`config.mk`:
```
export PLATFORM = sky130hd
export DESIGN_NAME = gpio8_event_port
export DESIGN_NICKNAME = d
export VERILOG_FILES = /design/src/rtl/gpio8_pkg.sv /design/src/rtl/gpio8_sync.sv /design/src/rtl/gpio8_cfg.sv /design/src/rtl/gpio8_pin_slice.sv /design/src/rtl/gpio8_event_port.sv
export SDC_FILE = /design/constraint.sdc
export NUM_CORES = 1
export LEC_CHECK = 0
export BUFFER_PORTS_ARGS = -buffer_cell sky130_fd_sc_hd__buf_2
export CAP_MARGIN = 10
export CORE_ASPECT_RATIO = 1.25
export CORE_MARGIN = 2
export CORE_UTILIZATION = 55
export CTS_BUF_LIST = sky130_fd_sc_hd__clkbuf_8 sky130_fd_sc_hd__clkbuf_16
export CTS_CLUSTER_DIAMETER = 60
export CTS_CLUSTER_SIZE = 10
export DETAILED_ROUTE_END_ITERATION = 7
export GPL_ROUTABILITY_DRIVEN = 1
export PLACE_DENSITY = 0.81
export SLEW_MARGIN = 30
export SYNTH_ARGS = -nofsm -noshare
export SYNTH_HDL_FRONTEND = slang
export SYNTH_SLANG_ARGS = --single-unit
```
`constraint.sdc`:
```
create_clock -name clk -period 3.5 [get_ports clk]
set_clock_uncertainty 0.1 [all_clocks]
set_input_delay 0.175 -clock clk [delete_from_list [all_inputs] [get_ports clk]]
set_output_delay 0.175 -clock clk [all_outputs]
set_load 0.005 [all_outputs]
```
`src/rtl/gpio8_pkg.sv`:
```
package gpio8_pkg;

  localparam int unsigned ADR_DATA  = 0;
  localparam int unsigned ADR_DIR   = 1;
  localparam int unsigned ADR_POL   = 2;
  localparam int unsigned ADR_LATCH = 3;
  localparam int unsigned ADR_MASK  = 4;
  localparam int unsigned ADR_WAKE  = 5;
  localparam int unsigned ADR_PEND  = 6;

  // Polarity 1 passes a bit through, polarity 0 inverts it.
  function automatic logic pol_view(input logic v, input logic pol);
    return pol ? v : ~v;
  endfunction

  // Edge selected by polarity: 1 picks rising, 0 picks falling.
  function automatic logic edge_hit(input logic prev, input logic cur,
                                    input logic pol);
    return pol ? (~prev & cur) : (prev & ~cur);
  endfunction

endpackage

```
`src/rtl/gpio8_sync.sv`:
```
module gpio8_sync #(
  parameter int W = 8
) (
  input  logic         clk,
  input  logic         rst,
  input  logic [W-1:0] d_in,
  output logic [W-1:0] cur,
  output logic [W-1:0] prev
);
  logic [W-1:0] s1, s2, s3;

  always_ff @(posedge clk) begin
    if (rst) begin
      s1 <= '0;
      s2 <= '0;
      s3 <= '0;
    end else begin
      s1 <= d_in;
      s2 <= s1;
      s3 <= s2;
    end
  end

  assign cur  = s2;
  assign prev = s3;
endmodule

```
`src/rtl/gpio8_cfg.sv`:
```
module gpio8_cfg
  import gpio8_pkg::*;
#(
  parameter int NPIN = 8,
  parameter int AW   = 4,
  parameter int DW   = 32
) (
  input  logic            clk,
  input  logic            rst,
  input  logic            we,
  input  logic [AW-1:0]   addr,
  input  logic [DW-1:0]   wdata,
  output logic [NPIN-1:0] dir_q,
  output logic [NPIN-1:0] pol_q,
  output logic [NPIN-1:0] latch_q,
  output logic [NPIN-1:0] mask_q,
  output logic [NPIN-1:0] wake_q,
  output logic [NPIN-1:0] out_q,
  output logic [NPIN-1:0] stk_clr,
  output logic [NPIN-1:0] pend_clr
);
  logic [NPIN-1:0] wbits;
  logic            unused_hi;

  assign wbits     = wdata[NPIN-1:0];
  assign unused_hi = ^wdata[DW-1:NPIN];

  always_ff @(posedge clk) begin
    if (rst) begin
      dir_q   <= '0;
      pol_q   <= '1;
      latch_q <= '0;
      mask_q  <= '0;
      wake_q  <= '0;
      out_q   <= '0;
    end else if (we) begin
      case (addr)
        AW'(ADR_DATA):  out_q   <= wbits;
        AW'(ADR_DIR):   dir_q   <= wbits;
        AW'(ADR_POL):   pol_q   <= wbits;
        AW'(ADR_LATCH): latch_q <= wbits;
        AW'(ADR_MASK):  mask_q  <= wbits;
        AW'(ADR_WAKE):  wake_q  <= wbits;
        default: ;
      endcase
    end
  end

  // Write-one-to-clear strobes for the latches and the pending flags
  assign stk_clr  = (we && addr == AW'(ADR_DATA)) ? wbits : '0;
  assign pend_clr = (we && addr == AW'(ADR_PEND)) ? wbits : '0;
endmodule

```
`src/rtl/gpio8_pin_slice.sv`:
```
module gpio8_pin_slice
  import gpio8_pkg::*;
(
  input  logic clk,
  input  logic rst,
  input  logic cur,
  input  logic prev,
  input  logic dir,
  input  logic pol,
  input  logic latch_mode,
  input  logic mask,
  input  logic glob_en,
  input  logic out_bit,
  input  logic stk_clr,
  input  logic pend_clr,
  output logic pad_o,
  output logic rd_bit,
  output logic chg_o,
  output logic stk_hit,
  output logic stk_keep,
  output logic evt_set,
  output logic stk_o,
  output logic pend_o
);
  assign chg_o    = cur ^ prev;
  assign stk_keep = latch_mode & ~dir;
  assign stk_hit  = stk_keep & edge_hit(prev, cur, pol);
  assign evt_set  = ~dir & mask & glob_en & chg_o;
  assign pad_o    = pol_view(out_bit, pol);

  always_ff @(posedge clk) begin
    if (rst) begin
      stk_o  <= 1'b0;
      pend_o <= 1'b0;
    end else begin
      // set has priority over a clear in the same cycle
      if (stk_hit)       stk_o <= 1'b1;
      else if (!stk_keep) stk_o <= 1'b0;
      else if (stk_clr)  stk_o <= 1'b0;
      if (evt_set)       pend_o <= 1'b1;
      else if (pend_clr) pend_o <= 1'b0;
    end
  end

  always_comb begin
    if (dir)             rd_bit = out_bit;
    else if (latch_mode) rd_bit = stk_o;
    else                 rd_bit = pol_view(cur, pol);
  end
endmodule

```
`src/rtl/gpio8_event_port.sv`:
```
module gpio8_event_port
  import gpio8_pkg::*;
#(
  parameter int NPIN = 8,
  parameter int AW   = 4,
  parameter int DW   = 32
) (
  input  logic            clk,
  input  logic            rst,
  input  logic            reg_we,
  input  logic [AW-1:0]   reg_addr,
  input  logic [DW-1:0]   reg_wdata,
  output logic [DW-1:0]   reg_rdata,
  input  logic [NPIN-1:0] pad_in,
  input  logic            unsol_en,
  input  logic            link_down,
  output logic [NPIN-1:0] pad_out,
  output logic [NPIN-1:0] pad_oe,
  output logic            evt_req,
  output logic            wake_req
);
  localparam int PADW = DW - NPIN;

  logic [NPIN-1:0] s_cur, s_prev;
  logic [NPIN-1:0] dir_q, pol_q, latch_q, mask_q, wake_q, out_q;
  logic [NPIN-1:0] stk_clr, pend_clr;
  logic [NPIN-1:0] rd_bits, chg_in, stk_hit, stk_keep, evt_set;
  logic [NPIN-1:0] stk_q, evt_pend;
  logic            wake_hit;
  logic [NPIN-1:0] rd_sel;

  gpio8_sync #(.W(NPIN)) u_sync (
    .clk(clk), .rst(rst), .d_in(pad_in), .cur(s_cur), .prev(s_prev)
  );

  gpio8_cfg #(.NPIN(NPIN), .AW(AW), .DW(DW)) u_cfg (
    .clk(clk), .rst(rst), .we(reg_we), .addr(reg_addr), .wdata(reg_wdata),
    .dir_q(dir_q), .pol_q(pol_q), .latch_q(latch_q), .mask_q(mask_q),
    .wake_q(wake_q), .out_q(out_q), .stk_clr(stk_clr), .pend_clr(pend_clr)
  );

  for (genvar i = 0; i < NPIN; i++) begin : g_pin
    gpio8_pin_slice u_slice (
      .clk(clk), .rst(rst), .cur(s_cur[i]), .prev(s_prev[i]),
      .dir(dir_q[i]), .pol(pol_q[i]), .latch_mode(latch_q[i]),
      .mask(mask_q[i]), .glob_en(unsol_en), .out_bit(out_q[i]),
      .stk_clr(stk_clr[i]), .pend_clr(pend_clr[i]),
      .pad_o(pad_out[i]), .rd_bit(rd_bits[i]), .chg_o(chg_in[i]),
      .stk_hit(stk_hit[i]), .stk_keep(stk_keep[i]), .evt_set(evt_set[i]),
      .stk_o(stk_q[i]), .pend_o(evt_pend[i])
    );
  end

  assign pad_oe   = dir_q;
  assign evt_req  = |evt_pend;
  assign wake_hit = link_down & |(chg_in & wake_q & ~dir_q);

  always_ff @(posedge clk) begin
    if (rst) wake_req <= 1'b0;
    else     wake_req <= wake_hit;
  end

  always_comb begin
    case (reg_addr)
      AW'(ADR_DATA):  rd_sel = rd_bits;
      AW'(ADR_DIR):   rd_sel = dir_q;
      AW'(ADR_POL):   rd_sel = pol_q;
      AW'(ADR_LATCH): rd_sel = latch_q;
      AW'(ADR_MASK):  rd_sel = mask_q;
      AW'(ADR_WAKE):  rd_sel = wake_q;
      AW'(ADR_PEND):  rd_sel = evt_pend;
      default:        rd_sel = '0;
    endcase
  end

  assign reg_rdata = {{PADW{1'b0}}, rd_sel};
endmodule

```
Word level (Yosys, flattened, before mapping) --
Cells that the tools add are included.
Operators by class: eq/ne operators 14, multiplexer cells 83, bitwise operators 100, reduce and logical (&&, ||, !) cells 19
Operators with widths (count):
- two-way mux 1 bit | 80
- bitwise AND 1 bit | 57
- one-hot mux 8 bit (7 select lines) | 1
- inverter 1 bit | 32
- != test 3 x 2 -> 1 bit (second input constant) | 8
- bitwise AND 8 bit | 2
- two-way mux 8 bit | 2
- nonzero test 2 bit | 8
- OR reduction 8 bit | 2
- == test 4 x 3 -> 1 bit (second input constant) | 3
- AND reduction 2 bit | 6
- == test 4 x 2 -> 1 bit (second input constant) | 2
- inverter 8 bit | 1
- bitwise XOR 1 bit | 8
- == test 4 x 1 -> 1 bit (second input constant) | 1
- zero test 4 bit | 1
- logical AND 1 bit | 2
Word-level totals: register bits 89, input bits 49, output and inout port bits 50, logic and storage cells 242

Depth between registers and ports, before layout --
Gate-level depths: netlist of the first run.
depth after elaboration 6, mapped depth 6, gate-level depth less buffers 6

Hierarchy --
Synthesis of the first run repeated with hierarchy kept, for this count alone.
Second synthesis, totals: cell total of the unflattened synthesis 543, area, all modules 5036.1 um2
By module, submodules not included:
- gpio8_cfg | instances 1, cells each 209, area each 2089.5 um2, sequential area each 960.9 um2
- gpio8_pin_slice | instances 8, cells each 22, area each 180.2 um2, sequential area each 40.0 um2
- gpio8_event_port | instances 1, cells each 108, area each 812.0 um2, sequential area each 20.0 um2
- gpio8_sync | instances 1, cells each 50, area each 693.2 um2, sequential area each 480.5 um2

Least setup slack after synthesis of the first run --
OpenSTA, ideal clock, no wires.
path type reg-to-output, start point register u_cfg.pol_q[4], end point output reg_rdata[4], data arrival time 1259 ps, data required time 3225 ps, setup slack 1966 ps, cell stages (with the launch flop) 6, buffers on the path 1, path through dfxtp_1 -> clkbuf_2 -> xor2_1 -> o21ai_0 -> and3_1 -> or4_1
Between the ends: word-level cells in the longest chain between the ends 4
RTL lines:
- from (decl) | RTL line gpio8_cfg.sv:14 | output logic [NPIN-1:0] pol_q,
- from (signal assigned) | RTL line gpio8_cfg.sv:40 | AW'(ADR_POL): pol_q <= wbits;
- two-way mux 1 bit | RTL line gpio8_pkg.sv:13 | return pol ? v : ~v;
- two-way mux 1 bit | RTL line gpio8_pin_slice.sv:47 | else if (latch_mode) rd_bit = stk_o;
- two-way mux 1 bit | RTL line gpio8_pin_slice.sv:46 | if (dir) rd_bit = out_bit;
- one-hot mux 8 bit (7 select lines) * | RTL line gpio8_event_port.sv:64 | case (reg_addr)
- to (decl) | RTL line gpio8_event_port.sv:13 | output logic [DW-1:0] reg_rdata,
Every way passes the cells marked *; elsewhere a longest branch is shown, timed or not.

Worst setup path after layout of the first run --
Same ends and word-level chain as after synthesis.

==> results of run 1 <==
state kept, by name (all words and copies together), names as in the netlist:
name	flops
u_cfg.wake_q	8
g_pin.u_slice.pend_o	8
u_cfg.pol_q	8
u_cfg.mask_q	8
u_sync.s1	8
u_cfg.dir_q	8
u_cfg.out_q	8
u_cfg.latch_q	8
u_sync.prev	8
wake_req	1
g_pin.u_slice.stk_o	8
u_sync.cur	8
layout make-up:
class / instances / share of cell area [%]
Clock buffer: 10 / 2.76
Clock inverter: 6 / 1.18
Inverter: 25 / 1.88
Multi-Input combinational cell: 365 / 47.0
Sequential cell: 89 / 35.8
Tap cell: 97 / 2.44
Timing Repair Buffer: 71 / 8.99
power breakdown:
part / switching (mW) / total [mW] / internal [mW]
Sequential: 0.0167 / 1.05 / 1.03
Combinational: 0.114 / 0.188 / 0.0732
Clock: 0.363 / 0.707 / 0.344
Total: 0.494 / 1.94 / 1.45
per-layer routing:
layer / vias to the layer above / routed length [um]
met5: - / 0
met4: 0 / 404
met3: 42 / 800
met2: 202 / 5460
met1: 1774 / 4480
li1: 1789 / -
metrics by stage:
stage	hold WS [ns]	std cells	setup WS (ns)	area (sq um)	power [mW]
3_5_place_dp	0.287	631	1.43	4630	1.24
2_1_floorplan	0.187	549	1.97	4640	1.20
5_1_grt	0.0262	663	1.21	4980	2.01
4_1_cts	0.00948	663	1.30	4980	1.95
3_3_place_gp	0.283	631	1.44	4630	1.24
6_report	0.0136	663	1.33	4980	1.94
worst reg2reg max path, cell delays in order (launching register included):
cell      delay, ns
dfxtp_1        0.34
inv_1          0.05
ha_1           0.27
nor2_1         0.06
a22o_1         0.25
a221oi_1       0.30
a311oi_1       0.16
cells in the final DEF, fill, tap and decap left out, types with 11 or more instances in the layout:
cell type / instances
inv_1: 26
a22oi_1: 14
nor2b_1: 24
ha_1: 16
conb_1: 24
mux2i_1: 43
dfxtp_1: 89
nor2_1: 66
buf_2: 50
nand2_1: 27
dlygate4sd3_1: 16
nand3_1: 14
o21ai_0: 24
a21oi_1: 33
nand2b_1: 11
worst paths after layout:
| check | start | to | slack, ns |
|---|---|---|---|
| hold reg to reg | u_sync.s1[1] | u_sync.cur[1] | 0.34 |
| setup / recovery | u_cfg.pol_q[4] | reg_rdata[4] | 1.33 |
| hold / removal | reg_wdata[1] | u_cfg.out_q[1] | 0.01 |
| setup reg to reg | u_sync.prev[3] | wake_req | 1.82 |
cells by family after synthesis:
| group | synth area share (%) |
|---|---|
| and+or+nand+nor | 17.7 |
| AOI/OAI and AO/OA | 14.6 |
| buffers and inverters | 11.4 |
| DFF | 39.1 |
| muxes | 9.69 |
| adders and majority gates | 4.39 |
| xor gates and xnor gates | 3.08 |
| other | 0.0823 |
==> impl_results.rst, run 1 <==
.. list-table::
   :header-rows: 1

   * - Metric
     - Value
   * - Sum of net half-perimeters after detailed placement
     - 7420 um
   * - Clock tree sinks
     - 89
   * - CTS root buf
     - clkbuf_8
   * - Sum of negative setup slack
     - 0 ns
   * - RSZ-0062 raised after global routing
     - no
   * - Sequential-to-total area share from yosys stat
     - between 30% and 40%
   * - Router iterations before antenna repair
     - 5
   * - IR Drop Worst-Case VDD
     - around 0.24 mV
   * - Average routed wire per standard cell
     - 16.8 um
   * - Max-capacitance violation count
     - 0
   * - Share of the synthesized area in the top cell type
     - 39.1%
   * - Number of antenna violations at the first check in global routing
     - 0
   * - Post-synth EDFFs
     - 0
   * - Die boundary width
     - approximately 85 um
   * - TritonCTS clock tree
     - done
   * - GP Congestion
     - approximately 0.94
   * - Fill cell count
     - 688
   * - Number of gates resized after CTS
     - 0
   * - Initial Utilization
     - a little under three fifths
   * - Floorplan core area
     - 0.00815 sq mm
   * - Most heavily used metal layer in global routing
     - met2
   * - Largest net degree at the start of global routing
     - between 50 and 60
   * - Slew margin rel.
     - 38.2%
   * - GR Layer Usage met2
     - 40.3%
   * - Number of register bits inferred by synthesis
     - 89
   * - Sequential standard cell area
     - 0.00178 sq mm
   * - Number of different library cells in the post-synthesis netlist
     - between 40 and 50
   * - Post-CTS clock slew at the launch and capture registers of the worst setup and hold paths
     - roughly 0.090 ns
   * - Per-cell via count in the routed design
     - 5.74
   * - Total CTS buffers
     - 9
   * - Port Buf Inserts
     - 50
   * - Period minus WS final
     - 2.17 ns
   * - Logic depth of the worst setup path including buffers
     - 5
   * - Cells after synthesis
     - between 500 and 600
   * - Share of the core filled with cells in the final layout
     - 61.1%
   * - Cell taking the most area after synthesis
     - dfxtp_1
   * - Clock latency at the later pin of the worst-skew pair
     - between 0.3 and 0.4 ns
   * - Slew at the pin with the worst max-slew slack
     - 0.927 ns
   * - Detailed-route via count
     - 3807
   * - Endpoint required time on the critical path
     - 3.22 ns
   * - Share of final-layout standard cells stronger than drive strength 1
     - between 10% and 20%
   * - Global routing usage summed across all routing layers
     - between 20 and 30%
   * - Number of buffers inserted to repair setup after CTS
     - 0
   * - Stage delay of the slowest cell on the critical path
     - approximately 0.48 ns
   * - Path type of the worst setup path
     - reg -> out
   * - Result of the run
     - finished clean
   * - Main synth FF type
     - dfxtp_1
   * - Top cells by area, synth
     - dfxtp_1, mux2i_1, buf_4
   * - Wire length of the first global-routing pass
     - 17700 um
   * - Vias in the first global route
     - 3635
   * - Final wirelength
     - 11100 um
   * - Worst path cell trace
     - xor2_1 > o21ai_0 > and3_1 > or4_1 > buf_2
   * - Worst setup EP type
     - output port
   * - Cell count of the worst hold path
     - 3
   * - Net count, final
     - 626
   * - Class of the tightest hold or removal check
     - in -> reg
   * - Most frequent cells after synthesis
     - dfxtp_1, nor2_1, mux2i_1
   * - Mean post-synth cell area
     - 8.66 sq um
   * - Maximum clock path buffer count
     - 2
   * - CP Launch Type
     - flip-flop
   * - Multi-input gate area
     - 0.00234 sq mm
   * - Post-synthesis async set-or-reset flop share
     - 0%
   * - Cell at the slowest stage of the critical path
     - dfxtp_1
   * - DRC violation count after routing
     - 0
   * - Critical path data arrival time
     - 1.90 ns
   * - Violation count after the first detailed-routing iteration
     - 339
   * - Global route total overflow
     - 0
   * - Final cycle utilization of the critical path
     - 62.1%
   * - Die H
     - 106 um
   * - Peak fanout along the critical path
     - 5
   * - Leakage power total
     - 2.12 nW
   * - Hold_buf cts
     - 16
   * - Met1 Resource Use GR
     - 30.5%
   * - Top cell family by delay on the critical path
     - simple AND/OR/NAND/NOR gates
   * - Signed area change from the synthesized netlist to the final layout
     - 9.34%
   * - Area of the mapped netlist
     - 0.00456 sq mm
   * - H-tree lvl count
     - 3
   * - Number of warning messages in the yosys log
     - 0
   * - Pwr Density
     - 390 mW/mm^2
   * - Diode insertion count for antenna repair
     - 0
   * - # rows
     - 37
   * - Number of buffers and inverters on the critical path
     - 1
   * - Die outline area
     - 0.00903 sq mm
   * - Final-report setup violation count
     - 0
   * - R2r worst-path depth
     - 6
   * - Remaining number of nets flagged by the antenna check after routing
     - 0
   * - Max Slew Vio Count
     - 0
   * - Top achievable clock speed
     - 0.460 GHz
   * - Met3 global-route usage
     - 5.56%
   * - Final Hold Vio Count
     - 0
   * - Most frequent cell after synthesis
     - dfxtp_1
   * - Number of top-level pins
     - around 100
(Power assumes the default switching activity.)
==> run 2: changes to the inputs <==
Settings changed: CORE_UTILIZATION 55 to 49, PLACE_DENSITY 0.81 to 0.76.
Clock period 3.5 ns to 1.8 ns, I/O delays scaled along.
==> run 2 against run 1 <==
The run now ends with negative setup slack left. Power increased by 110%. Clock-buffer cell count unchanged. Sequential share of layout area decreased by 2.0 points. Highest routed layer unchanged. Largest power group unchanged. Hold slack improved by 0.029 ns. Combinational power increased by 110%. First-iteration DRC count decreased by 8.0%. Clock power increased by 130%. Sequential power increased by 94%. Sequential cell count unchanged. Critical path depth unchanged. Largest cell class unchanged. Non-clock buffer count increased by 24.
==> impl_results.rst, run 2 (same netlist as run 1, synthesis figures left out) <==
.. list-table::
   :header-rows: 1

   * - Metric
     - Value
   * - Floorplan core area
     - 0.00908 sq mm (+11%)
   * - Met3 routed WL
     - 749 um (-6.4%)
   * - Tightest hold margin
     - 0.0427 ns (+0.0291 ns)
   * - Slew at the pin with the worst max-slew slack
     - 0.674 ns (-0.253 ns)
   * - Final cycle utilization of the critical path
     - 105%
   * - Peak fanout along the critical path
     - 2 (-3)
   * - Worst setup EP type
     - output port
   * - Endpoint required time on the critical path
     - 1.61 ns (-1.61 ns)
   * - Signed area change from the synthesized netlist to the final layout
     - 16.3%
   * - Multi-input gate area
     - 0.00235 sq mm (+0.48%)
   * - Top sig layer
     - met4
   * - Leading cell type in the layout, fill and taps excluded
     - dfxtp_1
   * - Post-CTS clock slew at the launch and capture registers of the worst setup and hold paths
     - 0.06 ns (-0.03 ns)
   * - Per-cell via count in the routed design
     - 5.41 (-5.7%)
   * - Initial Utilization
     - 50.2% (-5.7 points)
   * - Critical path data arrival time
     - 1.71 ns (-0.19 ns)
   * - Detailed-route via count
     - 3854 (+1.2%)
   * - Average routed wire per standard cell
     - 15.7 um (-6.7%)
   * - Top achievable clock speed
     - roughly 0.53 GHz
   * - Worst Setup Slack post-DPL
     - 0.0476 ns (-1.38 ns)
   * - Global routing usage summed across all routing layers
     - 22.3% (-2.8 points)
   * - Result of the run
     - finished, violations left
   * - Router iterations before antenna repair
     - 5 (unchanged)
   * - Violation count after the first detailed-routing iteration
     - 312 (-8.0%)
   * - Die boundary width
     - 90.3 um (+5.7%)
   * - DRC violation count after routing
     - 0 (unchanged)
   * - Clock tree sinks
     - 89 (unchanged)
   * - Share of final-layout standard cells stronger than drive strength 1
     - 17.5% (+3.7 points)
   * - TritonCTS clock tree
     - done
   * - PnR Total Power
     - 4.09 mW (+110%)
   * - Leakage power total
     - 2.28 nW (+7.9%)
   * - Port Buf Inserts
     - 50 (unchanged)
   * - Final Hold Vio Count
     - 0 (unchanged)
   * - Path type of the worst setup path
     - reg -> out
   * - GP Congestion
     - 0.928 (-1.5%)
   * - Max-capacitance violation count
     - 0 (unchanged)
   * - CP Launch Type
     - flip-flop
   * - Violated checks
     - negative setup slack
   * - CTS root buf
     - clkbuf_16
   * - # rows
     - 39 (+5.4%)
   * - Period minus WS final
     - between 1.5 and 2 ns
   * - Most used cells in the layout excluding fill and tap cells
     - dfxtp_1, nor2_1, buf_2, mux2i_1, a21oi_1
   * - Maximum clock path buffer count
     - 2 (unchanged)
   * - Total CTS buffers
     - 9 (unchanged)
   * - Diode insertion count for antenna repair
     - 0 (unchanged)
   * - Worst Slack Setup Final
     - -0.0963 ns (-1.42 ns)
   * - Routed wl met2
     - 5450 um (-0.24%)
   * - H-tree lvl count
     - 3 (unchanged)
   * - Global route total overflow
     - 0 (unchanged)
   * - Largest net degree at the start of global routing
     - 90 (+76%)
   * - Final instance area
     - 0.00530 sq mm (+6.3%)
   * - Sum of routed wire segments on met1
     - 4630 um (+3.3%)
   * - RSZ-0062 raised after global routing
     - yes
   * - Number of antenna violations at the first check in global routing
     - 0 (unchanged)
   * - Sum of negative setup slack
     - -0.0976 ns (-0.0976 ns)
   * - Vias in the first global route
     - 3546 (-2.4%)
   * - Die H
     - 112 um (+5.7%)
   * - Remaining number of nets flagged by the antenna check after routing
     - 0 (unchanged)
   * - Pwr Density
     - 772 mW/mm^2 (+98%)
   * - Number of top-level pins
     - 99 (unchanged)
   * - Final-report setup violation count
     - 2 (+2)
   * - Wire length of the first global-routing pass
     - 17900 um (+0.66%)
   * - Die outline area
     - 0.0101 sq mm (+12%)
   * - Final wirelength
     - 11200 um (+0.22%)
   * - Max Slew Vio Count
     - 0 (unchanged)
   * - IR Drop Worst-Case VDD
     - 0.500 mV (+110%)
   * - Cell Area, Placed
     - 0.00483 sq mm (+4.4%)
   * - Slew margin rel.
     - 55.0% (+17 points)
   * - Sequential standard cell area
     - 0.00179 sq mm (+0.49%)
   * - Sum of net half-perimeters after detailed placement
     - 7760 um (+4.6%)
   * - Clock latency at the later pin of the worst-skew pair
     - 0.34 ns (-0.03 ns)
   * - Fill cell count
     - 814 (+18%)
   * - Class of the tightest hold or removal check
     - in -> reg
   * - Net count, final
     - 650 (+3.8%)
-- run 2: metal layers --
metal / global-route usage (%) / vias to the layer above
li1: - / 1841
met2: 37.1 / 174
met4: 10.1 / 0
met5: 0 / -
met1: 27.5 / 1811
met3: 5.01 / 28
-- run 2: where the power goes --
group	total (mW)	internal [mW]	switching [mW]
clock network	1.66	0.940	0.716
logic	0.393	0.167	0.226
registers	2.04	2.01	0.0315
-- run 2: path summary, 6_finish.rpt --
path | from | to | slack (ns) | cells after the start
setup / recovery | u_sync.cur[4] | reg_rdata[4] | -0.1 | 5
hold / removal | unsol_en | g_pin[6].u_slice.pend_o | 0.04 | 3
setup reg to reg | u_sync.cur[4] | wake_req | 0.18 | 6
hold reg to reg | u_sync.s1[7] | u_sync.cur[7] | 0.33 | 1
-- run 2: what timing repair did --
item	CTS	global route
setup endpoints to repair	2	2
cloned	0	0
gates resized for setup	7	3
pin swaps	1	2
setup buffers	2	0
hold buffers	17	0
hold endpoints to repair	48	0
-- run 2: worst max-delay path, stage by stage (launching register included) --
cell     delay (ns)
dfxtp_2        0.34
xor2_1         0.16
o21ai_1        0.07
and3_1         0.17
or4_4          0.50
buf_6          0.13
-- run 2: layout make-up --
| class | instances | share of cell area [%] |
|---|---|---|
| inverter | 25 | 1.77 |
| multi-input combinational | 365 | 44.4 |
| tap | 123 | 2.91 |
| clock buffer | 10 | 4.51 |
| clock inverter | 5 | 0.354 |
| sequential | 89 | 33.8 |
| timing repair buffer | 95 | 12.3 |
-- run 2: per-stage QoR --
stage / std cells / utilization, %
4_1_cts: 712 / 58.2
3_3_place_gp: 678 / 53.2
2_1_floorplan: 549 / -
5_1_grt: 712 / 58.4
3_5_place_dp: 678 / 53.2
6_report: 712 / 58.4
==> run 3: changes to the inputs <==
Settings changed: CORE_UTILIZATION 49 to 45, PLACE_DENSITY 0.76 to 0.71.
==> run 3 against run 2 <==
The flow still finishes with violations (negative setup slack). Critical path depth unchanged. Fmax grew 1.8%. Cell count increased by 1.4%. Power grew 11%. Largest cell class unchanged.
==> impl_results.rst, run 3 (same netlist as run 1, synthesis figures left out) <==
.. list-table::
   :header-rows: 1

   * - Metric
     - Value
   * - DRC violation count after routing
     - 0 (unchanged)
   * - RSZ-0062 raised after global routing
     - yes
   * - Violated checks
     - negative setup slack
   * - Fill cell count
     - 908 (+12%)
   * - Average routed wire per standard cell
     - 15.9 um (+1.6%)
   * - Worst Slack Setup Final
     - -0.0622 ns (+0.0341 ns)
   * - IR Drop Worst-Case VDD
     - 0.529 mV (+5.7%)
   * - Floorplan core area
     - 0.0100 sq mm (+10%)
   * - Die H
     - 117 um (+4.2%)
   * - Router iterations before antenna repair
     - 5 (unchanged)
   * - GP Congestion
     - 0.927 (about the same)
   * - Remaining number of nets flagged by the antenna check after routing
     - 0 (unchanged)
   * - Tightest hold margin
     - 0.0334 ns (-0.00925 ns)
   * - Psw
     - 1.03 mW (+5.5%)
   * - Clock group share of total power
     - 46.3% (+5.8 points)
   * - Violation count after the first detailed-routing iteration
     - 415 (+33%)
   * - Critical path data arrival time
     - 1.67 ns (-0.04 ns)
   * - Multi-input gate area
     - 0.00235 sq mm (about the same)
   * - Initial Utilization
     - 45.6% (-4.7 points)
   * - Path type of the worst setup path
     - reg -> out
   * - CP Launch Type
     - flip-flop
   * - Die outline area
     - 0.0110 sq mm (+8.5%)
   * - Post-layout instance count excluding filler cells
     - 722 (+1.4%)
   * - Net count, final
     - 654 (+0.62%)
   * - Peak fanout along the critical path
     - 2 (unchanged)
   * - Die boundary width
     - 94.0 um (+4.2%)
   * - Post-CTS clock slew at the launch and capture registers of the worst setup and hold paths
     - 0.06 ns (about the same)
   * - Max Slew Vio Count
     - 0 (unchanged)
   * - Period minus WS final
     - 1.86 ns (-0.0341 ns)
   * - Leakage power total
     - 2.33 nW (+2.2%)
   * - Diode insertion count for antenna repair
     - 0 (unchanged)
   * - Top achievable clock speed
     - 0.537 GHz (+1.8%)
   * - Final-report setup violation count
     - 1 (-1)
   * - Leading cell type in the layout, fill and taps excluded
     - dfxtp_1
   * - Largest net degree at the start of global routing
     - 34 (-62%)
   * - Maximum clock path buffer count
     - 2 (unchanged)
   * - Most used cells in the layout excluding fill and tap cells
     - dfxtp_1, nor2_1, buf_2, mux2i_1, a21oi_1
   * - Clock latency at the later pin of the worst-skew pair
     - 0.35 ns (about the same)
   * - Max-capacitance violation count
     - 0 (unchanged)
   * - Signed area change from the synthesized netlist to the final layout
     - 19.5%
   * - P_int
     - 3.53 mW (+13%)
   * - Placed instance count
     - 686 (+1.2%)
   * - Pwr Density
     - 837 mW/mm^2 (+8.4%)
   * - Worst Setup Slack post-DPL
     - 0.108 ns (+0.0601 ns)
   * - Wire length of the first global-routing pass
     - 18300 um (+2.4%)
   * - Endpoint required time on the critical path
     - 1.61 ns (about the same)
   * - Class of the tightest hold or removal check
     - in -> reg
   * - Global routing usage summed across all routing layers
     - 21.9% (-0.40 points)
   * - Share of final-layout standard cells stronger than drive strength 1
     - 19.1% (+1.6 points)
   * - # rows
     - 41 (+5.1%)
   * - Final wirelength
     - 11500 um (+3.1%)
   * - Number of top-level pins
     - 99 (unchanged)
   * - Worst setup EP type
     - output port
   * - Total CTS buffers
     - 9 (unchanged)
   * - Final Hold Vio Count
     - 0 (unchanged)
   * - Port Buf Inserts
     - 50 (unchanged)
   * - Switching part of the total power
     - 22.6% (-1.3 points)
   * - Vias in the first global route
     - 3675 (+3.6%)
   * - Sequential standard cell area
     - 0.00179 sq mm (+0.21%)
   * - H-tree lvl count
     - 3 (unchanged)
   * - Global route total overflow
     - 0 (unchanged)
   * - Result of the run
     - finished, violations left
   * - Final cycle utilization of the critical path
     - 103% (-1.9 points)
   * - Number of antenna violations at the first check in global routing
     - 0 (unchanged)
   * - Per-cell via count in the routed design
     - 5.38 (-0.67%)
   * - CTS root buf
     - clkbuf_16
   * - Detailed-route via count
     - 3882 (+0.73%)
   * - Clock tree sinks
     - 89 (unchanged)
   * - Combinational Power Share
     - 9.0% (-0.6 points)
   * - Share of total power in sequential cells
     - 44.7% (-5.2 points)
   * - Sum of net half-perimeters after detailed placement
     - 8110 um (+4.5%)
   * - TritonCTS clock tree
     - done
-- run 3: layout make-up --
type	instances	area share, %
inverter	25	1.72
multi-input combinational	365	43.2
tap	129	2.96
sequential	89	33.0
timing repair buffer	99	13.1
clock inverter	6	1.98
clock buffer	9	4.14
-- run 3: critical path, stage by stage, from the launching register on --
cell	delay [ns]
dfxtp_2	0.34
xor2_1	0.14
o21ai_1	0.08
and3_1	0.16
or4_4	0.48
buf_6	0.13
-- run 3: metrics by stage --
step                      TNS (ns)  util, %  power, mW  area (sq um)
after floorplan                  0        -       2.34          4640
after global placement           0     48.7       2.44          4880
after detailed placement         0     48.7       2.45          4880
after CTS                  -0.0771     54.4       4.57          5440
after global routing        -0.106     54.4       4.69          5450
final                      -0.0622     54.4       4.55          5450
-- run 3: per-layer routing --
layer / track usage (%) / vias up / share of wire (%)
met3: 3.03 / 49 / 5.1
met1: 26.5 / 1828 / 41
met2: 36.3 / 152 / 48
met5: 0 / - / 0
met4: 14.2 / 0 / 5.4
li1: - / 1853 / -
-- run 3: power groups by stage --
stage | Clock, mW | Combinational (mW) | Sequential (mW)
final | 2.11 | 0.408 | 2.04
after detailed placement | 0 | 0.363 | 2.08
after global routing | 2.20 | 0.450 | 2.04
after floorplan | 0 | 0.272 | 2.07
after CTS | 2.13 | 0.403 | 2.04
after global placement | 0 | 0.360 | 2.08
-- run 3: final timing paths --
check / start / endpoint / slack (ns) / cells after the start
max reg2reg: u_sync.cur[4] / wake_req / 0.16 / 6
min: unsol_en / g_pin[0].u_slice.pend_o / 0.03 / 3
max: u_sync.cur[4] / reg_rdata[4] / -0.06 / 5
min reg2reg: u_sync.s1[4] / u_sync.cur[4] / 0.33 / 1
-- run 3: timing repair --
item / in CTS / in global routing
resized for setup: 9 / 5
pin swaps: 2 / 0
hold buffers: 20 / 0
endpoints found under the hold margin: 40 / 0
buffers inserted: 1 / 0
endpoints found under the setup margin: 1 / 5
gates cloned: 0 / 0
